<file path="src/rtl/wpk_pkg.sv">
package wpk_pkg;

   typedef enum logic [1:0] {
      PAR_NONE  = 2'd0,
      PAR_ODD   = 2'd1,
      PAR_EVEN  = 2'd2,
      PAR_SPACE = 2'd3
   } par_e;

   typedef enum logic [1:0] {
      STOP_9_16  = 2'd0,
      STOP_ONE   = 2'd1,
      STOP_25_16 = 2'd2,
      STOP_TWO   = 2'd3
   } stop_e;

   // width field: 0..3 means 5..8 data bits
   typedef struct packed {
      logic [1:0] width;
      stop_e      stop;
      par_e       par;
   } frame_cfg_t;

   localparam frame_cfg_t CFG_RESET = frame_cfg_t'(6'h34);

   localparam logic [3:0] CMD_TX_FLUSH   = 4'd2;
   localparam logic [3:0] CMD_TX_ERR_CLR = 4'd10;

   typedef enum logic [2:0] {
      S_IDLE, S_START, S_DATA, S_PAR, S_STOP
   } ser_state_e;

endpackage

</file>
<file path="src/rtl/wpk_tx_fifo.sv">
module wpk_tx_fifo #(
   parameter int W     = 35,
   parameter int DEPTH = 8
) (
   input  logic         clk,
   input  logic         rst_n,
   input  logic         flush,
   input  logic         push,
   input  logic [W-1:0] din,
   input  logic         pop,
   output logic [W-1:0] dout,
   output logic         full,
   output logic         empty
);
   localparam int AW = $clog2(DEPTH);

   generate
      if (DEPTH < 2 || (1 << AW) != DEPTH) begin : g_bad_depth
         $error("wpk_tx_fifo: DEPTH must be a power of two, at least 2");
      end
   endgenerate

   logic [W-1:0] mem [DEPTH];
   logic [AW:0]  wp, rp;

   assign empty = (wp == rp);
   assign full  = (wp[AW] != rp[AW]) && (wp[AW-1:0] == rp[AW-1:0]);
   assign dout  = mem[rp[AW-1:0]];

   always_ff @(posedge clk or negedge rst_n) begin
      if (!rst_n) begin
         wp <= '0;
         rp <= '0;
      end else if (flush) begin
         wp <= '0;
         rp <= '0;
      end else begin
         if (push && !full) wp <= wp + 1'b1;
         if (pop && !empty) rp <= rp + 1'b1;
      end
   end

   always_ff @(posedge clk) begin
      if (push && !full && !flush) mem[wp[AW-1:0]] <= din;
   end

endmodule

</file>
<file path="src/rtl/wpk_byte_unpack.sv">
module wpk_byte_unpack #(
   parameter int LANES  = 4,
   parameter int BYTE_W = 8
) (
   input  logic                         clk,
   input  logic                         rst_n,
   input  logic                         flush,
   input  logic                         fifo_empty,
   input  logic [LANES*BYTE_W-1:0]      fifo_word,
   input  logic [$clog2(LANES+1)-1:0]   fifo_cnt,
   output logic                         fifo_pop,
   output logic                         byte_valid,
   output logic [BYTE_W-1:0]            byte_data,
   input  logic                         byte_take,
   output logic                         busy
);
   localparam int IW = $clog2(LANES);
   localparam int CW = $clog2(LANES+1);

   generate
      if (LANES < 2) begin : g_bad_lanes
         $error("wpk_byte_unpack: LANES must be at least 2");
      end
   endgenerate

   logic [LANES*BYTE_W-1:0] word_q;
   logic [CW-1:0]           rem_q;
   logic [IW-1:0]           idx_q;
   logic [BYTE_W-1:0]       lane [LANES];

   for (genvar g = 0; g < LANES; g++) begin : g_lane
      assign lane[g] = word_q[g*BYTE_W +: BYTE_W];
   end

   assign busy       = (rem_q != '0);
   assign byte_valid = busy;
   assign byte_data  = lane[idx_q];
   assign fifo_pop   = !busy && !fifo_empty && !flush;

   always_ff @(posedge clk or negedge rst_n) begin
      if (!rst_n) begin
         word_q <= '0;
         rem_q  <= '0;
         idx_q  <= '0;
      end else if (flush) begin
         rem_q  <= '0;
         idx_q  <= '0;
      end else if (fifo_pop) begin
         word_q <= fifo_word;
         rem_q  <= fifo_cnt;
         idx_q  <= '0;
      end else if (byte_take && busy) begin
         rem_q  <= rem_q - 1'b1;
         idx_q  <= idx_q + 1'b1;
      end
   end

endmodule

</file>
<file path="src/rtl/wpk_frame_ser.sv">
module wpk_frame_ser
   import wpk_pkg::*;
#(
   parameter int OSR = 16
) (
   input  logic       clk,
   input  logic       rst_n,
   input  logic       flush,
   input  logic       tick,
   input  logic       en,
   input  frame_cfg_t cfg,
   input  logic       byte_valid,
   input  logic [7:0] byte_data,
   output logic       byte_take,
   output logic       txd,
   output logic       busy
);
   localparam int TW = $clog2(2*OSR+1);
   localparam logic [TW-1:0] CELL  = TW'(OSR);
   localparam logic [TW-1:0] ST_A  = TW'(OSR*9/16);
   localparam logic [TW-1:0] ST_B  = TW'(OSR);
   localparam logic [TW-1:0] ST_C  = TW'(OSR*25/16);
   localparam logic [TW-1:0] ST_D  = TW'(2*OSR);

   generate
      if (OSR < 16 || (OSR % 16) != 0) begin : g_bad_osr
         $error("wpk_frame_ser: OSR must be a multiple of 16");
      end
   endgenerate

   ser_state_e  st;
   frame_cfg_t  cfg_q;
   logic [TW-1:0] tcnt, ph_len, stop_len;
   logic [7:0]  shreg;
   logic [3:0]  bitn, nbits;
   logic        par_acc, par_bit, last, ld;

   always_comb begin
      case (cfg_q.stop)
         STOP_9_16:  stop_len = ST_A;
         STOP_ONE:   stop_len = ST_B;
         STOP_25_16: stop_len = ST_C;
         default:    stop_len = ST_D;
      endcase
      ph_len = (st == S_STOP) ? stop_len : CELL;
      last   = (tcnt == ph_len - 1'b1);
      nbits  = 4'd5 + {2'b00, cfg_q.width};
      case (cfg_q.par)
         PAR_ODD:  par_bit = ~par_acc;
         PAR_EVEN: par_bit = par_acc;
         default:  par_bit = 1'b0;
      endcase
   end

   assign ld        = tick && en && !flush && byte_valid &&
                      (st == S_IDLE || (st == S_STOP && last));
   assign byte_take = ld;
   assign busy      = (st != S_IDLE);

   always_ff @(posedge clk or negedge rst_n) begin
      if (!rst_n) begin
         st      <= S_IDLE;
         cfg_q   <= CFG_RESET;
         tcnt    <= '0;
         shreg   <= '0;
         bitn    <= '0;
         par_acc <= 1'b0;
         txd     <= 1'b1;
      end else if (flush) begin
         st   <= S_IDLE;
         tcnt <= '0;
         txd  <= 1'b1;
      end else if (tick) begin
         if (ld) begin
            st      <= S_START;
            cfg_q   <= cfg;
            tcnt    <= '0;
            shreg   <= byte_data;
            bitn    <= '0;
            par_acc <= 1'b0;
            txd     <= 1'b0;
         end else if (st != S_IDLE) begin
            if (!last) begin
               tcnt <= tcnt + 1'b1;
            end else begin
               tcnt <= '0;
               case (st)
                  S_START, S_DATA: begin
                     if (st == S_DATA && bitn == nbits) begin
                        if (cfg_q.par == PAR_NONE) begin
                           st  <= S_STOP;
                           txd <= 1'b1;
                        end else begin
                           st  <= S_PAR;
                           txd <= par_bit;
                        end
                     end else begin
                        st      <= S_DATA;
                        txd     <= shreg[0];
                        shreg   <= shreg >> 1;
                        par_acc <= par_acc ^ shreg[0];
                        bitn    <= bitn + 1'b1;
                     end
                  end
                  S_PAR: begin
                     st  <= S_STOP;
                     txd <= 1'b1;
                  end
                  default: begin
                     st  <= S_IDLE;
                     txd <= 1'b1;
                  end
               endcase
            end
         end
      end
   end

endmodule

</file>
<file path="src/rtl/wpk_uart_tx.sv">
module wpk_uart_tx
   import wpk_pkg::*;
#(
   parameter int DEPTH   = 8,
   parameter int LANES   = 4,
   parameter int OSR     = 16,
   parameter int CNTIN_W = 8
) (
   input  logic                 clk,
   input  logic                 rst_n,
   input  logic                 baud_tick,
   input  logic                 mode_we,
   input  logic [5:0]           mode_wdata,
   input  logic                 cnt_we,
   input  logic [CNTIN_W-1:0]   cnt_wdata,
   input  logic                 word_we,
   input  logic [LANES*8-1:0]   word_wdata,
   input  logic                 cmd_we,
   input  logic [7:0]           cmd_wdata,
   output logic                 txd,
   output logic [3:0]           stat
);
   localparam int BYTE_W = 8;
   localparam int WORD_W = LANES*BYTE_W;
   localparam int CW     = $clog2(LANES+1);
   localparam int ENT_W  = WORD_W + CW;

   generate
      if (CNTIN_W < CW) begin : g_bad_cntw
         $error("wpk_uart_tx: CNTIN_W too narrow for LANES");
      end
   endgenerate

   frame_cfg_t    mode_q;
   logic [CW-1:0] cnt_q, cnt_clamped;
   logic          en_q, err_q;
   logic          flush, err_clr, push, lost;
   logic          fifo_full, fifo_empty, fifo_pop;
   logic [ENT_W-1:0] fifo_dout;
   logic          byte_valid, byte_take, unpack_busy, ser_busy;
   logic [BYTE_W-1:0] byte_data;
   logic          unused_cmd_bits;

   assign unused_cmd_bits = ^{cmd_wdata[3], cmd_wdata[1:0]};

   assign flush   = cmd_we && (cmd_wdata[7:4] == CMD_TX_FLUSH);
   assign err_clr = cmd_we && (cmd_wdata[7:4] == CMD_TX_ERR_CLR);
   assign push    = word_we && (cnt_q != '0) && !fifo_full;
   assign lost    = word_we && (cnt_q != '0) && fifo_full;

   assign cnt_clamped = (cnt_wdata > CNTIN_W'(LANES)) ? CW'(LANES)
                                                      : cnt_wdata[CW-1:0];

   always_ff @(posedge clk or negedge rst_n) begin
      if (!rst_n) begin
         mode_q <= CFG_RESET;
         cnt_q  <= '0;
         en_q   <= 1'b0;
         err_q  <= 1'b0;
      end else begin
         if (mode_we) mode_q <= frame_cfg_t'(mode_wdata);
         if (cnt_we)  cnt_q  <= cnt_clamped;
         if (flush)                       en_q <= 1'b0;
         else if (cmd_we && cmd_wdata[2]) en_q <= 1'b1;
         if (err_clr)   err_q <= 1'b0;
         else if (lost) err_q <= 1'b1;
      end
   end

   wpk_tx_fifo #(.W(ENT_W), .DEPTH(DEPTH)) u_fifo (
      .clk   (clk),
      .rst_n (rst_n),
      .flush (flush),
      .push  (push),
      .din   ({cnt_q, word_wdata}),
      .pop   (fifo_pop),
      .dout  (fifo_dout),
      .full  (fifo_full),
      .empty (fifo_empty)
   );

   wpk_byte_unpack #(.LANES(LANES), .BYTE_W(BYTE_W)) u_unpack (
      .clk        (clk),
      .rst_n      (rst_n),
      .flush      (flush),
      .fifo_empty (fifo_empty),
      .fifo_word  (fifo_dout[WORD_W-1:0]),
      .fifo_cnt   (fifo_dout[ENT_W-1:WORD_W]),
      .fifo_pop   (fifo_pop),
      .byte_valid (byte_valid),
      .byte_data  (byte_data),
      .byte_take  (byte_take),
      .busy       (unpack_busy)
   );

   wpk_frame_ser #(.OSR(OSR)) u_ser (
      .clk        (clk),
      .rst_n      (rst_n),
      .flush      (flush),
      .tick       (baud_tick),
      .en         (en_q),
      .cfg        (mode_q),
      .byte_valid (byte_valid),
      .byte_data  (byte_data),
      .byte_take  (byte_take),
      .txd        (txd),
      .busy       (ser_busy)
   );

   assign stat = {fifo_empty && !unpack_busy && !ser_busy, err_q, fifo_full, en_q};

endmodule

</file>
<file path="config.mk">
export PLATFORM = sky130hd
export DESIGN_NAME = wpk_uart_tx
export DESIGN_NICKNAME = d
export VERILOG_FILES = /design/src/rtl/wpk_pkg.sv /design/src/rtl/wpk_tx_fifo.sv /design/src/rtl/wpk_byte_unpack.sv /design/src/rtl/wpk_frame_ser.sv /design/src/rtl/wpk_uart_tx.sv
export SDC_FILE = /design/constraint.sdc
export NUM_CORES = 1
export LEC_CHECK = 0
export BUFFER_PORTS_ARGS = -buffer_cell sky130_fd_sc_hd__buf_2
export CELL_PAD_IN_SITES_DETAIL_PLACEMENT = 0
export CELL_PAD_IN_SITES_GLOBAL_PLACEMENT = 1
export CORE_MARGIN = 4
export CORE_UTILIZATION = 57
export CTS_CLUSTER_SIZE = 10
export DETAILED_ROUTE_END_ITERATION = 8
export PLACE_DENSITY_LB_ADDON = 0.1
export SLEW_MARGIN = 20
export SYNTH_ARGS = -nofsm -noshare
export SYNTH_HDL_FRONTEND = slang
export SYNTH_SLANG_ARGS = --single-unit
</file>
<file path="constraint.sdc">
create_clock -name clk -period 10.4 [get_ports clk]
set_input_delay 1.04 -clock clk [delete_from_list [all_inputs] [get_ports clk]]
set_output_delay 1.04 -clock clk [all_outputs]
set_load 0.1 [all_outputs]
</file>
# Word-level counts from Yosys, hierarchy flattened
# Memories as Yosys holds them, arrays and structs flattened.
# Cells that the tools add are included.
classes:
  n_reduce_logical: 50
  muxes: 59
  n_addsub: 8
  bitwise_logic: 4
  eq_ne: 16
  n_lt_le_gt_ge: 2
ops:
  columns: ["cell", "count"]
  rows:
  - ["$mux W8", 7]
  - ["$mux W4", 9]
  - ["$mux W6", 6]
  - ["$mux W3", 11]
  - ["$logic_and A1 B1 Y1", 21]
  - ["$mux W1", 19]
  - ["$pmux W6 S3", 1]
  - ["$reduce_bool A3 Y1", 6]
  - ["$bmux W8 S2", 1]
  - ["$reduce_bool A2 Y1", 8]
  - ["$add A4 B1 Y4 const B", 3]
  - ["$eq A4 B4 Y1", 2]
  - ["$gt A8 B3 Y1 const B", 1]
  - ["$add A6 B1 Y6 const B", 1]
  - ["$eq A3 B2 Y1 const B", 2]
  - ["$eq A6 B6 Y1", 1]
  - ["$mux W2", 3]
  - ["$pmux W3 S2", 1]
  - ["$reduce_and A3 Y1", 2]
  - ["$reduce_and A6 Y1", 1]
  - ["$sub A6 B1 Y6 const B", 1]
  - ["$logic_not A1 Y1", 5]
  - ["$add A3 B2 Y4 const A", 1]
  - ["$eq A2 B1 Y1 const B", 2]
  - ["other kinds (20)", 24]
totals:
  ram_bits: 280
  wordCells: 160
  out_inout_bits: 5
  reg_bits: 85
  mem_count: 1
  input_bits: 61
memory_table:
  columns: ["memory", "depth", "word_bits", "read_ports", "rd_clocked_by_memory_dff", "write_ports", "line_no", "rtl"]
  rows:
  - ["u_fifo.mem", 8, 35, 1, 0, 1, "wpk_tx_fifo.sv:23", "logic [W-1:0] mem [DEPTH];"]

# Longest topological paths before layout
logic_depth:
  ltp_word: 12
  depth_mapped: 10
  mapped_depth_nobuf: 8

# Cells and area by module
# From an unflattened synthesis, not the netlist that was laid out.
hier_totals:
  cells_unflattened: 803
  hier_area_um2: 15237.1
modules_own_cells:
  columns: ["mod", "seq_area_each_um2", "instances", "area_each_um2", "cells_per_inst"]
  rows:
  - ["wpk_tx_fifo", 8608.3, 1, 11190.7, 481]
  - ["wpk_byte_unpack", 925.9, 1, 1845.5, 113]
  - ["wpk_frame_ser", 730.7, 1, 1689.1, 170]
  - ["wpk_uart_tx", 279.0, 1, 511.7, 39]

# Worst setup path after synthesis
# OpenSTA, ideal clock, no wires.
synth_timing:
  path_kind: "input port to flip-flop"
  from: "input port cmd_wdata[4]"
  to: "memory u_fifo.mem[0][0] (enable)"
  arrival_ps: 4377
  n_path_buf: 1
  required_time_ps: 9929
  setup_slack_ps: 5552
  setup_ps: 471
  cell_stages: 5
  path_cell_list: "nand4bb_1 > nor2_1 > clkbuf_1 > or4_1 > nor3_1"
synth_via:
  elab_chain_len: 6
synth_rtl:
  columns: ["element", "line_no", "rtl"]
  rows:
  - ["from (decl)", "wpk_uart_tx.sv:19", "input logic [7:0] cmd_wdata,"]
  - ["$eq A4 B2 Y1", "wpk_uart_tx.sv:46", "assign flush = cmd_we && (cmd_wdata[7:4] == CMD_TX_FLUSH);"]
  - ["$logic_and A1 B1 Y1", "wpk_uart_tx.sv:46", null]
  - ["$logic_not A1 Y1", "wpk_tx_fifo.sv:44", "if (push && !full && !flush) mem[wp[AW-1:0]] <= din;"]
  - ["$logic_and A1 B1 Y1", "wpk_tx_fifo.sv:44", null]
  - ["$mux W1", "wpk_tx_fifo.sv:44", null]
  - ["$mux W1 (not written as such)", "wpk_tx_fifo.sv:44", null]
  - ["to (decl)", "wpk_tx_fifo.sv:23", null]
# Every way passes these cells.

# Final worst setup path
layout_timing:
  from: "register u_fifo.rp[0]"
  to: "output port stat[3]"
layout_via:
  elab_chain_len: 3
layout_rtl:
  columns: ["element", "line_no", "rtl"]
  rows:
  - ["from (decl)", "wpk_tx_fifo.sv:24", "logic [AW:0] wp, rp;"]
  - ["from (signal assigned)", "wpk_tx_fifo.sv:39", "if (pop && !empty) rp <= rp + 1'b1;"]
  - ["$eq A4 B4 Y1", "wpk_tx_fifo.sv:26", "assign empty = (wp == rp);"]
  - ["$logic_and A1 B1 Y1 (2 in a row)", "wpk_uart_tx.sv:110", "assign stat = {fifo_empty && !unpack_busy && !ser_busy, err_q, fifo_full, en_q};"]
  - ["to (decl)", "wpk_uart_tx.sv:21", "output logic [3:0] stat"]
# Every way passes these cells.

==> results_dict.tcl <==
set metrics [dict create \
    status "complete, no violations" \
    drive_gt1_share_pct 26.7 \
    gp_congestion 0.764 \
    synth_nets 887 \
    fmax_mhz 266 \
    dpl-instance-area_sq_um 15500 \
    clk_latency_ns 0.53 \
    synth_area_sq_um 14900 \
    grt_pass1_vias 8005 \
    fin_skew_ns 0.00934 \
    synth_seq_cells 365 \
    fp.dieArea_sq_um 28700 \
    crit_type "flop to output port" \
    hold_buffers 0 \
    dr.first_iter.drc_count 436 \
    critPathMaxFanout 29 \
    worstReg2RegStart "u_fifo.rp[0]$_DFFE_PN0P_" \
    pwr-share-comb_pct 26.6 \
    hp-class "input pin to async pin" \
    ys_seq_area_share_pct 71.0 \
    switchingPower_w 0.00140 \
    dp.final_hpwl_um 16500 \
    tritoncts "built" \
    diodes 0 \
    post_cts_buffers 0 \
    wirelength_um 28500 \
    critPathLaunchType "flop" \
    maxCapViolations 0 \
    num_rows 58 \
    grt_pass1_wl_um 45300 \
    stdcell_area_sq_um 16800 \
    avgSynthCellArea_sq_um 18.2 \
    avgRoutedWirePerCell_um 22.6 \
    numCtsBuffers 43 \
    rsz0062_at_grt "false" \
    post-place-ws_ns 6.93 \
    overflow 0 \
    period_share_pct 36.2 \
    async_flop_share_pct 23.3 \
    areaGrowthSynthToFinish_pct 13.0 \
    port_buffers 62 \
    post_cts_resized 0 \
    synth_top_area_share_pct 56.6 \
    nFillCells 1761 \
    grt_max_degree 74 \
    intPower_w 0.00323 \
    setup_viol 0 \
    fp.dieW_um 169 \
    fin_setup_tns_ns 0 \
    clockRootBuffer "clkbuf_16" \
    boundaryPins 66 \
    yosys_warnings 0 \
    cp.arrival_ns 2.72 \
    crit_required_ns 9.36 \
    setup_ws_ns 6.64 \
    synth_cells 816 \
    finalNonFillerCells 1259 \
    clockBufferDepth 3 \
    die_h_um 169 \
    hold_viol 0 \
    switching_share_pct 30.3 \
    firstDrtPassIters 4 \
    grt_use_total_pct 20.5 \
    drc 0 \
    initial_core_util_pct 58.5 \
    drtAntennaViolNets 0 \
    nets 965 \
    fin_crit_ns 3.76 \
    maxSlewViolCount 0 \
    holdWs_ns 0.436 \
    via_per_inst 5.91 \
    htree_levels 2 \
    synth.most_common_cell "edfxtp_1" \
    vias 7444 \
    leakagePower_nw 5.87 \
    synth_area_leaders "edfxtp_1 (57%), dfrtp_1 (13%), mux4_2 (12%)" \
    grt_antenna_before_repair 0 \
    clkPwrFrac_pct 28.8 \
    p_per_area_nw_per_um2 276 \
    synthFlopType "edfxtp_1" \
    ys_top_cells_by_count "edfxtp_1 (280), dfrtp_1 (78), mux4_2 (78)" \
    clk_pin_slew_ns 0.05 \
    ir_drop_mv 0.166 \
    core_area_sq_um 25400 \
    crit_path_end_kind "output port" \
    cts_sinks 365 \
    p_seq_share_pct 44.6 \
    placedCellCount 1179 \
    slew_headroom_pct 29.3 \
    synth_largest_area_cell "edfxtp_1" \
    synth.distinct_cells 67 \
    synth_edf_count 280 \
    worst_pin_slew_ns 1.06 \
    startpoint "u_fifo.rp[0]$_DFFE_PN0P_" \
]
flip-flops by register name, summed over array words and instances (netlist names), 4 cells and up:
| register | count |
|---|---|
| u_fifo.wp | 4 |
| u_unpack.word_q | 32 |
| u_ser.tcnt | 6 |
| u_fifo.rp | 4 |
| u_ser.cfg_q | 6 |
| mode_q | 6 |
| u_ser.bitn | 4 |
| u_ser.shreg | 8 |
| u_fifo.mem | 280 |
power by group through the flow:
stage / sequential (W) / combinational, W / clock (W)
2_1_floorplan: 0.00201 / 0.000989 / 0
5_1_grt: 0.00210 / 0.00136 / 0.00144
3_3_place_gp: 0.00208 / 0.00122 / 0
4_1_cts: 0.00207 / 0.00126 / 0.00137
3_5_place_dp: 0.00210 / 0.00125 / 0
6_report: 0.00207 / 0.00123 / 0.00134
cells by family (layout without fill, tap and decap cells):
logic type | after synthesis | after routing | synth area share (%)
muxes | 149 | 149 | 17.0
xor gates and xnor gates | 20 | 20 | 1.18
DFF | 365 | 365 | 71.0
and+or+nand+nor | 134 | 134 | 4.46
adders and majority gates | 10 | 10 | 0.842
buffers and inverters | 59 | 172 | 1.96
AOI/OAI and AO/OA | 79 | 79 | 3.62
worst paths after layout:
| path | end | slack, ns | cells past startpoint |
|---|---|---|---|
| min in group clk | u_ser.cfg_q[1]$_DFFE_PN0P_ | 0.49 | 1 |
| max in group asynchronous | u_fifo.rp[0]$_DFFE_PN0P_ | 8.85 | 2 |
| hold reg to reg | u_ser.cfg_q[1]$_DFFE_PN0P_ | 0.49 | 1 |
| hold / removal | en_q$_DFFE_PN0P_ | 0.44 | 1 |
| setup reg to reg | u_fifo.mem[5][34]$_DFFE_PP_ | 7.08 | 6 |
| setup / recovery | stat[3] | 6.64 | 4 |
layer usage:
layer | share of wire [%] | track usage, %
met1 | 42 | 27.5
met2 | 51 | 34.9
met3 | 4.9 | 3.84
met4 | 2.4 | 5.88
met5 | 0 | 0
per-stage QoR:
| step | utilization (%) | total power [W] |
|---|---|---|
| 3_5_place_dp | 61.1 | 0.00335 |
| 5_1_grt | 66.1 | 0.00490 |
| 6_report | 66.1 | 0.00464 |
| 3_3_place_gp | 61.1 | 0.00330 |
| 2_1_floorplan | - | 0.00300 |
| 4_1_cts | 66.1 | 0.00470 |
placed cells by master (no fill, tap or decap), drive strengths merged, types with 2 or more instances in the layout:
cell type and count:
edfxtp 280, mux4 78, dfrtp 78, buf 76
clkbuf 75, nor2 65, mux2i 44, a21oi 41
mux2 27, inv 18, nand2 16, xor2 13
o21ai 11, nand2b 10, ha 10, xnor2 7
dfstp 7, nand3 6, nand4 6, a211oi 6
nor3 6, and2 5, nor4 3, nor4b 3
clkinv 3, or3 2, or3b 2, o31a 2
or4b 2, o221ai 2, a2111oi 2, a31oi 2
cell type report:
type,instances,area [sq um],area share [%]
timing repair buffer,76,418,2.49
inverter,16,60.1,0.358
tap,330,413,2.46
sequential,365,10600,62.8
clock inverter,5,68.8,0.410
multi-input combinational,392,4080,24.3
clock buffer,75,1210,7.18
critical path: stages, from the launching register on:
cell,delay [ns]
dfrtp_4,0.69
xor2_1,0.25
or4b_1,0.56
nor3_1,0.23
buf_2,0.46
(Power assumes the default switching activity.)
